`src/rtl/adc_fe_pkg.sv`:
```
package adc_fe_pkg;

    typedef enum logic [1:0] {
        CT_HUNT = 2'd0,
        CT_CTRL = 2'd1,
        CT_WAIT = 2'd2
    } ctl_state_e;

    // bits of the command that follow the start bit
    function automatic int body_width(input int chan_w, input int pwr_w);
        return chan_w + 2 + pwr_w;
    endfunction

endpackage

```
`src/rtl/adc_fe_sampler.sv`:
```
module adc_fe_sampler (
    input  logic clk,
    input  logic rst_n,
    input  logic sclk,
    input  logic cs_n,
    input  logic din,
    output logic sclk_rise,
    output logic sclk_fall,
    output logic cs_n_s,
    output logic din_s
);

    typedef struct packed {
        logic sclk;
        logic sclk_prev;
        logic cs_n;
        logic din;
    } smp_t;

    smp_t q, d;

    always_comb begin
        d           = q;
        d.sclk      = sclk;
        d.sclk_prev = q.sclk;
        d.cs_n      = cs_n;
        d.din       = din;
    end

    always_ff @(posedge clk) begin
        if (!rst_n) begin
            q      <= '0;
            q.cs_n <= 1'b1;
        end else begin
            q <= d;
        end
    end

    assign sclk_rise = q.sclk & ~q.sclk_prev & ~q.cs_n;
    assign sclk_fall = ~q.sclk & q.sclk_prev & ~q.cs_n;
    assign cs_n_s    = q.cs_n;
    assign din_s     = q.din;

endmodule

```
`src/rtl/adc_fe_ctrl.sv`:
```
module adc_fe_ctrl
    import adc_fe_pkg::*;
#(
    parameter int CHAN_W = 3,
    parameter int PWR_W  = 2
) (
    input  logic              clk,
    input  logic              rst_n,
    input  logic              sclk_rise,
    input  logic              cs_n_s,
    input  logic              din_s,
    input  logic              rearm,
    output logic              load,
    output logic [CHAN_W-1:0] chan,
    output logic              unipolar,
    output logic              single,
    output logic [PWR_W-1:0]  pwr
);

    localparam int BODY_W = body_width(CHAN_W, PWR_W);
    localparam int CNT_W  = $clog2(BODY_W + 1);

    typedef struct packed {
        ctl_state_e        st;
        logic [CNT_W-1:0]  bitcnt;
        logic [BODY_W-2:0] sreg;
        logic [CHAN_W-1:0] chan;
        logic              unipolar;
        logic              single;
        logic [PWR_W-1:0]  pwr;
    } ctl_t;

    ctl_t q, d;
    logic [BODY_W-1:0] nxt_body;

    always_comb begin
        d        = q;
        load     = 1'b0;
        nxt_body = {q.sreg, din_s};
        if (cs_n_s) begin
            d.st     = CT_HUNT;
            d.bitcnt = '0;
        end else begin
            unique case (q.st)
                CT_HUNT: begin
                    if (sclk_rise && din_s && rearm) begin
                        d.st     = CT_CTRL;
                        d.bitcnt = '0;
                    end
                end
                CT_CTRL: begin
                    if (sclk_rise) begin
                        d.sreg   = nxt_body[BODY_W-2:0];
                        d.bitcnt = q.bitcnt + 1'b1;
                        if (q.bitcnt == CNT_W'(BODY_W - 1)) begin
                            load       = 1'b1;
                            d.st       = CT_WAIT;
                            d.chan     = nxt_body[BODY_W-1 -: CHAN_W];
                            d.unipolar = nxt_body[PWR_W+1];
                            d.single   = nxt_body[PWR_W];
                            d.pwr      = nxt_body[PWR_W-1:0];
                        end
                    end
                end
                CT_WAIT: begin
                    if (rearm) begin
                        d.st = CT_HUNT;
                    end
                end
                default: d.st = CT_HUNT;
            endcase
        end
    end

    always_ff @(posedge clk) begin
        if (!rst_n) begin
            q <= '0;
        end else begin
            q <= d;
        end
    end

    assign chan     = q.chan;
    assign unipolar = q.unipolar;
    assign single   = q.single;
    assign pwr      = q.pwr;

    // deselect always returns the capture machine to hunting
    a_r5_deselect_hunts: assert property (@(posedge clk) disable iff (!rst_n)
        cs_n_s |=> (q.st == CT_HUNT));

    // a blocked machine cannot start a new command before re-arm
    a_r4_no_early_start: assert property (@(posedge clk) disable iff (!rst_n)
        (q.st == CT_WAIT && !rearm) |=> (q.st != CT_CTRL));

    // a completed command always parks the machine until re-arm
    a_r2_load_parks: assert property (@(posedge clk) disable iff (!rst_n)
        load |=> (q.st == CT_WAIT));

endmodule

```
`src/rtl/adc_fe_shifter.sv`:
```
module adc_fe_shifter #(
    parameter int CODE_W    = 10,
    parameter int REARM_BIT = 3
) (
    input  logic              clk,
    input  logic              rst_n,
    input  logic              sclk_fall,
    input  logic              cs_n_s,
    input  logic              load,
    input  logic [CODE_W-1:0] code,
    output logic              dout,
    output logic              rearm
);

    // falling-edge count after which a given result bit is on the pin
    localparam int FILL_IDX  = CODE_W + 2;
    localparam int REARM_IDX = CODE_W + 1 - REARM_BIT;
    localparam int FC_W      = $clog2(FILL_IDX + 1);

    typedef struct packed {
        logic              active;
        logic              pending;
        logic [FC_W-1:0]   fcnt;
        logic [CODE_W-1:0] shreg;
        logic              dout;
    } shf_t;

    shf_t q, d;

    always_comb begin
        d = q;
        if (cs_n_s) begin
            d.active  = 1'b0;
            d.pending = 1'b0;
            d.fcnt    = '0;
            d.shreg   = '0;
            d.dout    = 1'b0;
        end else if (load) begin
            d.active  = 1'b1;
            d.pending = 1'b1;
            d.fcnt    = '0;
        end else if (sclk_fall && q.active) begin
            if (q.pending) begin
                d.pending = 1'b0;
                d.shreg   = code;
                d.dout    = 1'b0;
                d.fcnt    = FC_W'(1);
            end else begin
                d.dout  = q.shreg[CODE_W-1];
                d.shreg = q.shreg << 1;
                if (q.fcnt != FC_W'(FILL_IDX)) begin
                    d.fcnt = q.fcnt + 1'b1;
                end
            end
        end
    end

    always_ff @(posedge clk) begin
        if (!rst_n) begin
            q <= '0;
        end else begin
            q <= d;
        end
    end

    assign dout  = q.dout;
    assign rearm = !q.active || (!q.pending && (q.fcnt >= FC_W'(REARM_IDX)));

    // no result in flight means a quiet data line
    a_r6_quiet_when_idle: assert property (@(posedge clk) disable iff (!rst_n)
        !q.active |-> !q.dout);

    // the first falling edge of a readout is the null slot
    a_r3_null_slot: assert property (@(posedge clk) disable iff (!rst_n)
        (sclk_fall && q.active && q.pending && !cs_n_s && !load)
            |=> (q.fcnt == FC_W'(1) && !q.dout));

    // each later falling edge advances the bit position by one
    a_r3_count_step: assert property (@(posedge clk) disable iff (!rst_n)
        (sclk_fall && q.active && !q.pending && !cs_n_s && !load
            && q.fcnt != FC_W'(FILL_IDX))
            |=> (q.fcnt == $past(q.fcnt) + 1'b1));

endmodule

```
`src/rtl/adc_serial_front.sv`:
```
module adc_serial_front #(
    parameter int CODE_W    = 10,
    parameter int CHAN_W    = 3,
    parameter int PWR_W     = 2,
    parameter int REARM_BIT = 3
) (
    input  logic              clk,
    input  logic              rst_n,
    input  logic              cs_n,
    input  logic              sclk,
    input  logic              din,
    input  logic [CODE_W-1:0] conv_code,
    output logic              dout,
    output logic              dout_oe,
    output logic              conv_req,
    output logic [CHAN_W-1:0] conv_chan,
    output logic              conv_unipolar,
    output logic              conv_single,
    output logic [PWR_W-1:0]  conv_pwr
);

    logic sclk_rise, sclk_fall, cs_n_s, din_s;
    logic load, rearm;

    typedef struct packed {
        logic req;
    } top_t;

    top_t q, d;

    adc_fe_sampler u_smp (
        .clk       (clk),
        .rst_n     (rst_n),
        .sclk      (sclk),
        .cs_n      (cs_n),
        .din       (din),
        .sclk_rise (sclk_rise),
        .sclk_fall (sclk_fall),
        .cs_n_s    (cs_n_s),
        .din_s     (din_s)
    );

    adc_fe_ctrl #(
        .CHAN_W (CHAN_W),
        .PWR_W  (PWR_W)
    ) u_ctrl (
        .clk       (clk),
        .rst_n     (rst_n),
        .sclk_rise (sclk_rise),
        .cs_n_s    (cs_n_s),
        .din_s     (din_s),
        .rearm     (rearm),
        .load      (load),
        .chan      (conv_chan),
        .unipolar  (conv_unipolar),
        .single    (conv_single),
        .pwr       (conv_pwr)
    );

    adc_fe_shifter #(
        .CODE_W    (CODE_W),
        .REARM_BIT (REARM_BIT)
    ) u_shf (
        .clk       (clk),
        .rst_n     (rst_n),
        .sclk_fall (sclk_fall),
        .cs_n_s    (cs_n_s),
        .load      (load),
        .code      (conv_code),
        .dout      (dout),
        .rearm     (rearm)
    );

    always_comb begin
        d     = q;
        d.req = load;
    end

    always_ff @(posedge clk) begin
        if (!rst_n) begin
            q <= '0;
        end else begin
            q <= d;
        end
    end

    assign conv_req = q.req;
    assign dout_oe  = ~cs_n_s;

    // a request only follows a serial clock rising edge
    a_r2_req_after_rise: assert property (@(posedge clk) disable iff (!rst_n)
        conv_req |-> $past(sclk_rise));

    // deselect at the pin turns the driver off on the next clock
    a_r8_oe_off: assert property (@(posedge clk) disable iff (!rst_n)
        cs_n |=> !dout_oe);

    // deselect forces the data line low one clock after it is seen
    a_r5_abort_quiet: assert property (@(posedge clk) disable iff (!rst_n)
        cs_n_s |=> !dout);

endmodule

```
`config.mk`:
```
export PLATFORM = sky130hd
export DESIGN_NAME = adc_serial_front
export DESIGN_NICKNAME = d
export VERILOG_FILES = /design/src/rtl/adc_fe_pkg.sv /design/src/rtl/adc_fe_sampler.sv /design/src/rtl/adc_fe_ctrl.sv /design/src/rtl/adc_fe_shifter.sv /design/src/rtl/adc_serial_front.sv
export SDC_FILE = /design/constraint.sdc
export NUM_CORES = 1
export LEC_CHECK = 0
export BUFFER_PORTS_ARGS = -buffer_cell sky130_fd_sc_hd__buf_2
export CORE_MARGIN = 4
export CORE_UTILIZATION = 30
export CTS_CLUSTER_DIAMETER = 60
export DETAILED_ROUTE_END_ITERATION = 8
export GPL_ROUTABILITY_DRIVEN = 0
export GPL_TIMING_DRIVEN = 0
export HOLD_SLACK_MARGIN = 0.15
export PLACE_DENSITY = 0.57
export REMOVE_ABC_BUFFERS = 1
export SLEW_MARGIN = 10
export SYNTH_ARGS = -nofsm -noshare
export SYNTH_HDL_FRONTEND = slang
export SYNTH_HIERARCHICAL = 1
export SYNTH_SLANG_ARGS = --single-unit
```
`constraint.sdc`:
```
create_clock -name clk -period 2.78 [get_ports clk]
set_clock_uncertainty 0.15 [all_clocks]
set_input_delay 0.278 -clock clk [delete_from_list [all_inputs] [get_ports clk]]
set_output_delay 0.278 -clock clk [all_outputs]
set_load 0.01 [all_outputs]
```
==> results of run 1 <==
==> routing by layer <==
layer	global-route usage, %	share of wire [%]	vias to the layer above
met4	5.18	2.5	0
met3	2.72	4.0	6
met5	0	0	-
met2	15.7	44	22
met1	12.2	49	564
li1	-	-	678
==> synth_stat cells (2+ instances only) <==
| cell type | number |
|---|---|
| sky130_fd_sc_hd__nand3_1 | 4 |
| sky130_fd_sc_hd__or3_1 | 3 |
| sky130_fd_sc_hd__mux2i_1 | 22 |
| sky130_fd_sc_hd__buf_6 | 3 |
| sky130_fd_sc_hd__nor2_1 | 15 |
| sky130_fd_sc_hd__nor2b_1 | 6 |
| sky130_fd_sc_hd__and2_1 | 3 |
| sky130_fd_sc_hd__nor3b_1 | 2 |
| sky130_fd_sc_hd__a211oi_1 | 10 |
| sky130_fd_sc_hd__buf_4 | 5 |
| sky130_fd_sc_hd__clkbuf_1 | 6 |
| sky130_fd_sc_hd__ha_1 | 4 |
| sky130_fd_sc_hd__nor3b_2 | 2 |
| sky130_fd_sc_hd__nand3b_1 | 2 |
| sky130_fd_sc_hd__o21ai_0 | 5 |
| sky130_fd_sc_hd__inv_1 | 7 |
| sky130_fd_sc_hd__o31ai_1 | 2 |
| sky130_fd_sc_hd__nand2_1 | 16 |
| sky130_fd_sc_hd__dfxtp_1 | 40 |
| sky130_fd_sc_hd__a21oi_1 | 8 |
| sky130_fd_sc_hd__nand2b_1 | 4 |
==> final cells by class <==
type	count	share of cell area [%]
inverter	7	1.29
tap	72	4.43
clock buffer	6	4.06
timing repair buffer	28	7.87
clock inverter	2	0.738
multi-input combinational	123	42.3
sequential	40	39.4
==> cell families after synthesis <==
group	after synthesis	share of synthesized area, %
mux	22	12.3
compound gates	30	11.2
buf+inv	22	7.01
simple gates	67	21.8
flops	40	44.8
fa+ha+maj	4	2.80
==> critical path, delay by kind of cell, from the launching register on <==
kind               cells  cell delay (ns)
and+or+nand+nor        5             1.74
DFF                    1             0.39
AOI/OAI and AO/OA      1             0.07
==> per-stage QoR <==
stage / util [%] / cell area, um^2 / setup WS [ns]
after global routing: 36.1 / 2030 / 0.0763
final: 36.1 / 2030 / 0.270
after detailed placement: 33.6 / 1900 / 0.204
after global placement: 33.6 / 1900 / 0.202
after CTS: 36.1 / 2030 / 0.161
after floorplan: - / 1690 / 0.601
==> final timing paths <==
path                       from       endpoint  slack (ns)  depth (start not counted)
hold reg to reg   u_ctrl/single  u_ctrl/single        0.30                          2
setup / recovery   u_smp/cs_n_s     u_shf/q[3]        0.27                          6
setup reg to reg   u_smp/cs_n_s     u_shf/q[3]        0.27                          6
hold / removal     conv_code[8]     u_shf/q[9]        0.18                          3
==> what timing repair did <==
item,4_1_cts,5_1_grt
setup endpoints to repair,0,2
endpoints found under the hold margin,4,0
resized for setup,0,1
hold buffers,4,0
==> state kept, by name, indices dropped and copies added, names as in the netlist <==
signal and cells:
u_smp/cs_n_s 1, u_shf/dout 1, u_ctrl/q 5, u_ctrl/single 1, u_ctrl/chan 3, u_ctrl/nxt_body 6
conv_req 1, u_smp/q 1, u_smp/d 1, u_ctrl/unipolar 1, u_ctrl/pwr 2, u_smp/din_s 1
u_shf/q 16
==> placed cells by master, fill, tap and decap left out, drive strengths merged, types with 2 or more instances in the layout <==
| cell | n |
|---|---|
| a211oi | 10 |
| a21oi | 8 |
| and2 | 4 |
| and3b | 2 |
| and4b | 2 |
| buf | 24 |
| clkbuf | 6 |
| clkinvlp | 2 |
| dfxtp | 40 |
| dlygate4sd3 | 4 |
| ha | 4 |
| inv | 7 |
| mux2i | 22 |
| nand2 | 16 |
| nand2b | 4 |
| nand3 | 4 |
| nand3b | 2 |
| nor2 | 15 |
| nor2b | 6 |
| nor3b | 4 |
| o21ai | 5 |
| o31ai | 2 |
| or3 | 3 |
==> power by group <==
part	total, W	switching [W]	internal, W	leakage (nW)
Clock	0.000407	0.000206	0.000201	0.0434
Combinational	0.0000316	0.0000145	0.0000171	0.308
Sequential	0.000579	0.00000372	0.000575	0.323
==> flow_results.org, run 1 <==
** Clock network
- Root buf cell :: sky130_fd_sc_hd__clkbuf_8
- TritonCTS built the clock tree.
- In this run the number of H-tree levels came out at 2.
- The tree built by TritonCTS fans out to 40 sinks.
- The clock passes through at most 2 buffers.
- Clock latency reported for the late side of the worst-skew pair :: 0.29 ns
- Setup bufs post-CTS :: 0
- Clock-pin slew was measured on the worst setup and hold paths at 0.08 ns.
- Number of buffers created by CTS :: 5

** Placed design
- Detailed placement ended at an HPWL of between 2 and 2.5 mm.
- In this run, placement finished with an instance count of 266.
- Count of input and output buffers :: 24

** Synth
- Post-Syn Area per Cell :: 9.65 um^2
- For this run, the number of Yosys warnings is 6.
- Sequential fraction of the synthesis area :: between 40% and 50%
- Share of the synthesized area in the top cell type :: 44.8%
- In the synthesized netlist, the number of instances is about 190.
- The netlist uses 37 different library cells.
- In this run, synthesis produced a sequential element count of 40.
- For this run, the leading register cell type out of synthesis is sky130_fd_sc_hd__dfxtp_1.
- Number of enable flip-flop cells after synthesis :: 0
- Share of synthesized registers carrying an async set or reset :: 0%
- The synthesized design spends more area on one cell type than any other, namely sky130_fd_sc_hd__dfxtp_1.
- The synthesized netlist occupies a cell area of between 1500 and 2000 um^2.
- Ranking of synthesized cells by area :: sky130_fd_sc_hd__dfxtp_1 45%, sky130_fd_sc_hd__mux2i_1 12%, sky130_fd_sc_hd__a211oi_1 4.2%

** STA
- At the pin with the least slew margin, the transition time is 0.765 ns.
- Setup violation total in the final timing report :: 0
- Smallest hold slack :: 0.178 ns
- Headroom to the max-slew limit :: 48.9%
- The smallest clock period supported by the final layout is computed as between 2 and 3 ns.
- Setup TNS Final :: 0 ns
- RSZ-0062 raised after global routing :: no
- Period utilisation layout :: roughly nine tenths
- Based on the critical path, the design can be clocked at up to 398 MHz.
- The final hold violation count came to 0.
- The final max-slew violation count was 0.

** Floorplanning
- X dimension of the die :: 85.1 um
- Die area :: 7250 um^2
- In this run the standard cell core region covers 5640 um^2.
- Std cell rows :: 27
- From bottom edge to top edge, the die measures 85.1 um.
- Initial Util :: 31.6%
- Number of primary I/O pins :: 25

** Route
- Summed over all layers, the routed wires come to 3.26 mm.
- After detailed routing, the average wire length per cell comes to 11.7 um.
- For this run, design rule violations remaining after detail routing come to 0.
- First-pass DRT Iterations :: 4
- Number of vias after detailed routing :: 1,270
- Post-DRT Antenna Nets :: 0
- Violation count after the first detailed-routing iteration :: between 40 and 50
- Using the TritonRoute via totals, the vias-per-cell ratio works out to approximately 4.6.

** Setup path
- Walking the worst path, the cells encountered are nor3b_2 -> and4bb_2 -> and3_4 -> and3b_1 -> nor2_1 -> a211oi_1.
- Largest stage delay on the critical path :: ~0.44 ns
- For the worst setup path, the data required time is 2.77 ns.
- Worst Path Max Fanout :: 20
- The worst setup path is of the flip-flop to flip-flop kind.
- STA classifies the critical path startpoint as a flip-flop.
- Data arrival time of the critical path :: 2.50 ns
- The largest individual stage delay along the critical path comes from the cell sky130_fd_sc_hd__and3b_1.
- STA classifies the critical path endpoint as a flip-flop.

** Run
- Max-capacitance violation count :: 0

** GRT
- First-pass GRT wire length :: approximately 5.8 mm
- The number of global-route vias before repair was about 1,300.
- Initial antenna violation count :: 0
- Global routing consumed, over all layers together, 9.89% of the routing resources.
- Grt ovf :: 0
- Pin count of the biggest net entering global routing :: 30

** Final layout
- Summing all multi-input logic gate instances after layout gives 860 um^2.
- Fillcell total :: between 500 and 600
- The number of antenna diodes in the final layout is 0.
- Fraction of layout instances using a drive strength above 1 :: 19.9%
- The finished layout holds around 280 standard cells, fillers aside.
- Relative to the synthesized area, the layout overhead comes to 13.9%.
- Registers take 801 um^2.
- Final layout net count :: 224

** Min path
- Worst Hold Class :: input pin to flip-flop

** Power and ir drop
- Static Leak :: 0.675 nW
- Power density over the cells :: 500 nW/um^2
- Power comes to just over 0.001 W.
- The worst-case IR drop observed on VDD is 0.000266 V.

** Run status
- The flow ran to the end, and the final reports show no timing, DRC or antenna violations.
No activity file was read; power rests on OpenSTA's default activity.
==> run 2, diff against run 1 <==
--- a/config.mk
+++ b/config.mk
@@ -18,5 +18,4 @@
 export SLEW_MARGIN = 10
 export SYNTH_ARGS = -nofsm -noshare
 export SYNTH_HDL_FRONTEND = slang
-export SYNTH_HIERARCHICAL = 1
 export SYNTH_SLANG_ARGS = --single-unit
==> run 2 against run 1 <==
  * Non-clock buffer count unchanged
  * Via count about the same
  * Register-to-register slack improved by 0.51 ns
  * Critical path type unchanged
  * Critical endpoint is now u_shf.q[11]
  * Sequential share of layout area increased by 0.17 points
  * Largest cell class unchanged
  * Critical path depth decreased by 3
  * Count of clock-buffer cells in the layout decreased by 1
  * Largest power group unchanged
  * Sequential power about the same
  * Fmax increased by 26%
  * Clock power increased by 36%
  * Global-route usage decreased by 0.36 points
==> flow_results.org, run 2 <==
** Clock network
- Counting along the longest clock path gives a buffer depth of 2.
- The clock reaches the later pin of the worst-skew pair after 0.29 ns.
- Cts repair resizes :: 0
- In this run the clock root is driven by a sky130_fd_sc_hd__clkbuf_8.
- TritonCTS built the clock tree.
- Clock slew at the register clock pins of the worst setup and hold paths :: about 0.080 ns
- Number of H-tree levels :: 2
- Number of buffers created by CTS :: 5
- CTS Sinks :: 40

** Setup path
- The worst register-to-register path ends at u_shf.q[11].
- STA classifies the critical path endpoint as a flip-flop.
- Along the worst path, the maximum fanout reaches 24.
- The worst register-to-register path begins at u_smp.cs_n_s.
- The setup path with the least slack is of type flip-flop to flip-flop.
- Critical path required time :: 2.81 ns
- Timing startpoint of the critical path :: u_smp.cs_n_s
- Category of the worst setup path launch point :: flip-flop
- Data arrival time of the critical path :: slightly above 2 ns
- The worst register-to-register path has a depth of 3.
- The setup check on the worst reg-to-reg path leaves a slack of 0.78 ns.

** Min path
- For hold timing, the worst endpoint is u_smp.cs_n_s.
- Startpoint of the worst hold path :: rst_n
- Worst hold stages :: 2
- Worst Hold Class :: input pin to flip-flop

** STA
- Setup TNS Final :: 0 ns
- Period utilisation layout :: 71.9%
- Minimum clock period :: about 2.0 ns
- Setup repair after global routing left no endpoint under its margin.
- For the pin with the worst max-slew slack, the measured transition is about 0.8 ns.
- The final max-slew violation count was 0.
- The worst path meets setup with 0.782 ns of slack.
- Maximum frequency from static timing analysis :: 500 MHz
- Measured against its own limit, the worst slew margin works out to 45.4%.
- The final hold violation count is 0.
- Setup violation total in the final timing report :: 0

** Route
- Violation count after the first detailed-routing iteration :: 60
- Per-cell via count in the routed design :: 4.71
- Average wire per cell in the routed design :: 11.9 um
- Number of vias after detailed routing :: about 1,300
- Post-DRT Antenna Nets :: 0
- For this block, the routed nets add up to 3.20 mm of wire.
- Number of remaining DRC errors :: 0
- The pre-antenna-repair detailed-routing pass consisted of 4 iterations.

** Floorplanning
- Measured along the x axis, the die boundary spans 84.8 um.
- Area of the core :: 5610 um^2
- Die H :: 84.8 um
- The initial utilization of the core area, before any placement, comes to between 30% and 40%.
- After floorplanning, the core was divided into 27 placement rows.
- The die covers roughly 7200 um^2.
- Number of primary I/O pins :: 25

** Synth
- Summed over all instances, the cell type with the most area after synthesis is sky130_fd_sc_hd__dfxtp_1.
- In this run the cell area of the synthesized design comes to roughly 1800 um^2.
- Ranking of synthesized cells by area :: sky130_fd_sc_hd__dfxtp_1 45%, sky130_fd_sc_hd__mux2i_1 9.1%, sky130_fd_sc_hd__a211oi_1 4.2%
- Averaged over all synthesized cells, the footprint is 9.77 um^2.
- Sequential fraction of the synthesis area :: 45.3%
- During synthesis, Yosys emitted a total of 0 warnings.
- By count the netlist is led by 40 x sky130_fd_sc_hd__dfxtp_1, 16 x sky130_fd_sc_hd__mux2i_1, 14 x sky130_fd_sc_hd__nor2_1.
- Share of the synthesized area in the top cell type :: 45.3%
- Of all flip-flops after synthesis, the portion carrying an async set or reset was 0%.
- Number of cells produced by synthesis :: around 180
- Yosys instantiated no cell more often than sky130_fd_sc_hd__dfxtp_1.
- In the synthesized netlist the dominant register cell turns out to be sky130_fd_sc_hd__dfxtp_1.
- Synthesis inferred 40 register bits.
- Counting distinct cell types in the post-synthesis netlist gives between 40 and 50.
- Number of enable flip-flop cells after synthesis :: 0

** Power and ir drop
- Summing internal, switching and leakage power gives 0.00117 W.
- Static Leak :: 0.682 nW
- The worst-case IR drop observed on VDD is roughly 0.00034 V.
- For this design the ratio of total power to cell area is approximately 580 nW/um^2.

** Final layout
- Number of flip-flops in the largest register :: 16
- Commonest cells after routing, fill and taps aside :: 40 x sky130_fd_sc_hd__dfxtp_1, 24 x sky130_fd_sc_hd__buf_2, 16 x sky130_fd_sc_hd__mux2i_1
- Leaving out fill and tap cells, the most frequent cell in the layout is sky130_fd_sc_hd__dfxtp_1.
- Post-route cell area :: 2030 um^2
- In the final design database the tool counted 217 nets.
- Counting the fill cells in the layout gives 603.
- Most flop-heavy register :: u_shf.q
- Fraction of layout instances using a drive strength above 1 :: 19.7%
- Area overhead of the layout relative to synthesis :: 14.6%
- 0 antenna diodes ended up in the layout.

** Run status
- Result of the run :: finished clean

** GRT
- For this run the aggregate overflow at the end of global routing stands at 0.
- The number of antenna violations at the first check in global routing was 0.
- Pin count of the biggest net entering global routing :: 25
- All-layer global routing usage :: 9.53%
- First-pass GRT wire length :: 5.60 mm
- Via count of the first global-routing pass :: 1,197

** Placed design
- Timing analysis after detailed placement gives a worst setup slack of around 0.78 ns.
- Once placement finished, the instance area stood at roughly 1900 um^2.
- The HPWL after detailed placement is 2.11 mm.
- Count of input and output buffers :: 24

** Run
- Max-capacitance violation count :: 0
[run 2: critical path: stages (launching register included)]
cell and delay (ns):
sky130_fd_sc_hd__dfxtp_1 0.38, sky130_fd_sc_hd__and4bb_1 0.82, sky130_fd_sc_hd__nand2_2 0.16, sky130_fd_sc_hd__a2111oi_2 0.37
[run 2: how the worst max path moves through the flow]
stage / end / slack (ns)
3_5_place_dp: u_shf.q[11] / 0.78
2_1_floorplan: u_shf.q[11] / 1.04
4_1_cts: u_shf.q[11] / 0.77
3_3_place_gp: u_shf.q[11] / 0.75
6_report: u_shf.q[11] / 0.78
5_1_grt: u_shf.q[11] / 0.60
[run 2: metal layers]
metal | GRT usage, % | share of wire, % | vias up
met5 | 0 | 0 | -
met1 | 12.2 | 48 | 589
met3 | 3.34 | 4.1 | 4
met4 | 2.59 | 0.97 | 0
met2 | 15.2 | 47 | 18
li1 | - | - | 660
[run 2: timing repair]
item,in CTS,in global routing
setup buffers,0,0
hold buffers,4,0
hold endpoints to repair,4,0
[run 2: cell type report]
type	count	area (um^2)	share of cell area (%)
clock buffers	5	68.8	3.40
flip-flops and latches	40	801	39.5
repair buffers	28	160	7.91
clock inverters	2	60.1	2.96
multi-input cells	117	823	40.6
inverters	6	22.5	1.11
well taps	72	90.1	4.45
[run 2: logic make-up (layout without fill, tap and decap cells)]
group                    Yosys count  after routing  synth area share (%)
flip-flops                        40             40                  45.3
AO/OA/AOI/OAI                     31             31                  13.6
buffers and inverters             24             41                  8.14
multiplexers                      17             17                  9.70
AND/OR/NAND/NOR                   64             64                  20.0
adder cells (fa/ha/maj)            4              4                  2.83
XOR/XNOR                           1              1                 0.495
[run 2: power breakdown]
part / internal (W) / total [W] / switching (W)
clock network: 0.000353 / 0.000553 / 0.000200
logic: 0.0000184 / 0.0000334 / 0.0000150
registers: 0.000575 / 0.000579 / 0.00000397
[run 2: through the flow]
step	instances	utilization [%]	hold WS (ns)
2_1_floorplan	163	-	0.201
6_report	270	36.1	0.178
3_3_place_gp	259	33.1	0.290
4_1_cts	270	36.1	0.172
3_5_place_dp	259	33.1	0.293
5_1_grt	270	36.1	0.183
==> run 3, diff against run 2 <==
==> constraint.sdc (replaced) <==
create_clock -name clk -period 2.06 [get_ports clk]
set_clock_uncertainty 0.15 [all_clocks]
set_input_delay 0.206 -clock clk [delete_from_list [all_inputs] [get_ports clk]]
set_output_delay 0.206 -clock clk [all_outputs]
set_load 0.01 [all_outputs]
==> run 3 against run 2 <==
  * Worst hold slack got worse by 0.012 ns
  * Register-to-register slack got worse by 0.52 ns
  * Global-route usage barely moved
  * Sequential cell count did not move
  * Total power rose by 36%
  * Combinational power rose by 86%
  * Largest power group unchanged
==> flow_results.org, run 3 (synthesized netlist as in run 2, its figures left out) <==
** Run status
- Result of the run :: finished clean

** STA
- Minimum clock period :: between 1.5 and 2 ns
- Setup violation total in the final timing report :: 0
- At the pin with the least slew margin, the transition time is 0.752 ns.
- Worst setup margin :: 0.264 ns
- Static timing analysis puts the maximum clock frequency at about 560 MHz.
- Dividing the final minimum period by the clock period gives between 80% and 90%.
- Setup TNS Final :: 0 ns
- Setup repair after global routing left no endpoint under its margin.
- Slew Limit Fails :: 0
- Final hold violations :: 0
- Headroom to the max-slew limit :: 49.8%

** Final layout
- Fraction of layout instances using a drive strength above 1 :: 20.8%
- Final layout net count :: 231
- The count of cells in the finished layout, fillers not included, comes to 284.
- The repair_antennas step left the layout with diodes totalling 0.
- Post-route cell area :: 2160 um^2
- The register with the most flip-flops in the layout has 16 of them.
- Commonest cells after routing, fill and taps aside :: 40 x sky130_fd_sc_hd__dfxtp_1, 24 x sky130_fd_sc_hd__buf_2, 16 x sky130_fd_sc_hd__mux2i_1
- Leaving out fill and tap cells, the most frequent cell in the layout is sky130_fd_sc_hd__dfxtp_1.
- Compared with the post-synthesis result, the final layout area differs by 21.9%.
- Most flop-heavy register :: u_shf.q

** Clock network
- Number of H-tree levels :: 2
- The cell sitting at the root of the clock tree is a sky130_fd_sc_hd__clkbuf_8.
- Clock slew at the register clock pins of the worst setup and hold paths :: 0.08 ns
- The number of clock buffers added by TritonCTS is 5.
- Deepest clock path buffer count :: 2
- At the later pin of the worst-skew pair, clock insertion delay measures 0.29 ns.
- CTS Sinks :: 40
- TritonCTS built the clock tree.

** Power and ir drop
- In this run the power density over the cells is approximately 740 nW/um^2.
- VDD sags by at most 0.000462 V.
- In this run the static leakage power is between 0.7 and 0.8 nW.

** GRT
- Entering global routing, the biggest net connects 25 pins.
- The first global-routing pass estimated ~5.6 mm of wire.
- Initial antenna violation count :: 0
- Global routing finished with a remaining overflow of 0.
- For this run, the total global-route usage over all layers was measured as 9.53%.
- Via count of the first global-routing pass :: 1,221

** Floorplanning
- Std cell rows :: 27
- Die area :: 7190 um^2
- In this run the horizontal extent of the chip is 84.8 um.
- Die H :: 84.8 um
- Once the floorplan was initialized, standard cells occupied 31.5% of the core.
- 25 I/O pins were placed.
- The core region is 5610 um^2.

** Setup path
- Category of the worst setup path launch point :: flip-flop
- The worst register-to-register path begins at u_shf.q[15].
- The worst setup path is captured at a flip-flop.
- The worst register-to-register path ends at u_shf.q[11].
- STA puts the critical path data arrival time at 1.83 ns.
- For flop-to-flop paths, the worst setup slack is ~0.26 ns.
- The number of cells on the worst reg-to-reg path is 3.
- Type of the worst setup path :: flip-flop to flip-flop
- STA puts the critical path data required time at 2.09 ns.
- Worst Path Max Fanout :: 17

** Placed design
- HPWL Detailed :: roughly 2.1 mm
- Post-Place Cell Area :: 1860 um^2
- Count of input and output buffers :: 24
- Post-placement cell count :: approximately 260
- At the placement stage, the worst setup path has a slack of between 0.06 and 0.07 ns.

** Route
- The detail route stage leaves a number of antenna-violating nets equal to 0.
- Number of remaining DRC errors :: 0
- Met3 WL post-DR :: 126 um
- Dividing the detail-routed via count by the number of cells gives ~4.6.
- Violation count after the first detailed-routing iteration :: 57
- First-pass DRT Iterations :: 4
- Max layer used :: met4
- Average wire per cell in the routed design :: 11.5 um
- Number of vias after detailed routing :: 1,314
- Wl on met1 :: 1.60 mm
- Final wirelength :: 3.25 mm
- After detailed routing, the met2 layer carries 1.50 mm of wire.

** Min path
- The worst hold path begins at rst_n.
- The worst hold path was traced through 2 stages.
- Worst Hold Class :: input pin to flip-flop
- Terminating pin of the worst hold path :: u_ctrl.nxt_body[1]

** Run
- Max-capacitance violation count :: 0
## run 3: cell count changes in the layout (fill, tap and decap cells not counted)
cell,change
sky130_fd_sc_hd__and4bb_1,-1
sky130_fd_sc_hd__buf_4,+4
sky130_fd_sc_hd__dlygate4sd3_1,+10
sky130_fd_sc_hd__and4bb_2,+1
## run 3: worst max-delay path by stage
stage,start,endpoint,slack [ns]
after floorplan,u_smp.cs_n_s,u_shf.q[11],0.32
after global placement,u_smp.cs_n_s,u_shf.q[11],0.03
after detailed placement,u_smp.cs_n_s,u_shf.q[11],0.06
after CTS,u_smp.cs_n_s,u_shf.q[11],0.05
after global routing,u_shf.q[15],u_shf.q[11],0.09
final,u_shf.q[15],u_shf.q[11],0.26
## run 3: critical path: stages (launching register included)
cell and delay [ns]:
sky130_fd_sc_hd__dfxtp_1 0.81, sky130_fd_sc_hd__nand4b_1 0.26, sky130_fd_sc_hd__nand2_2 0.10, sky130_fd_sc_hd__a2111oi_2 0.36
## run 3: power breakdown
part           switching [W]   total, W  internal [W]
Combinational      0.0000229  0.0000621     0.0000393
Clock               0.000269   0.000746      0.000477
Sequential        0.00000551   0.000782      0.000776
Total               0.000297    0.00159       0.00129
## run 3: repair_timing
action | 4_1_cts | 5_1_grt
hold buffers | 14 | 0
buffers inserted | 0 | 4
resized for setup | 0 | 1
endpoints found under the hold margin | 13 | 0
endpoints found under the setup margin | 0 | 10
## run 3: layout make-up
class / count / area [um^2]
sequential: 40 / 801
multi-input combinational: 117 / 823
fill: 591 / 3450
timing repair buffer: 42 / 290
inverter: 6 / 22.5
tap: 72 / 90.1
clock buffer: 5 / 68.8
clock inverter: 2 / 60.1
## run 3: routing by layer
metal / vias to the layer above / GRT usage (%)
met5: - / 0
met4: 0 / 2.59
met3: 4 / 3.24
met2: 19 / 15.1
met1: 604 / 12.4
li1: 687 / -
## run 3: metrics by stage
step	utilization (%)	power [W]	hold WS, ns
after global placement	33.1	0.000840	0.250
after detailed placement	33.1	0.000840	0.255
final	38.4	0.00159	0.165
after global routing	38.4	0.00165	0.176
after CTS	37.9	0.00162	0.162
after floorplan	-	0.000817	0.129
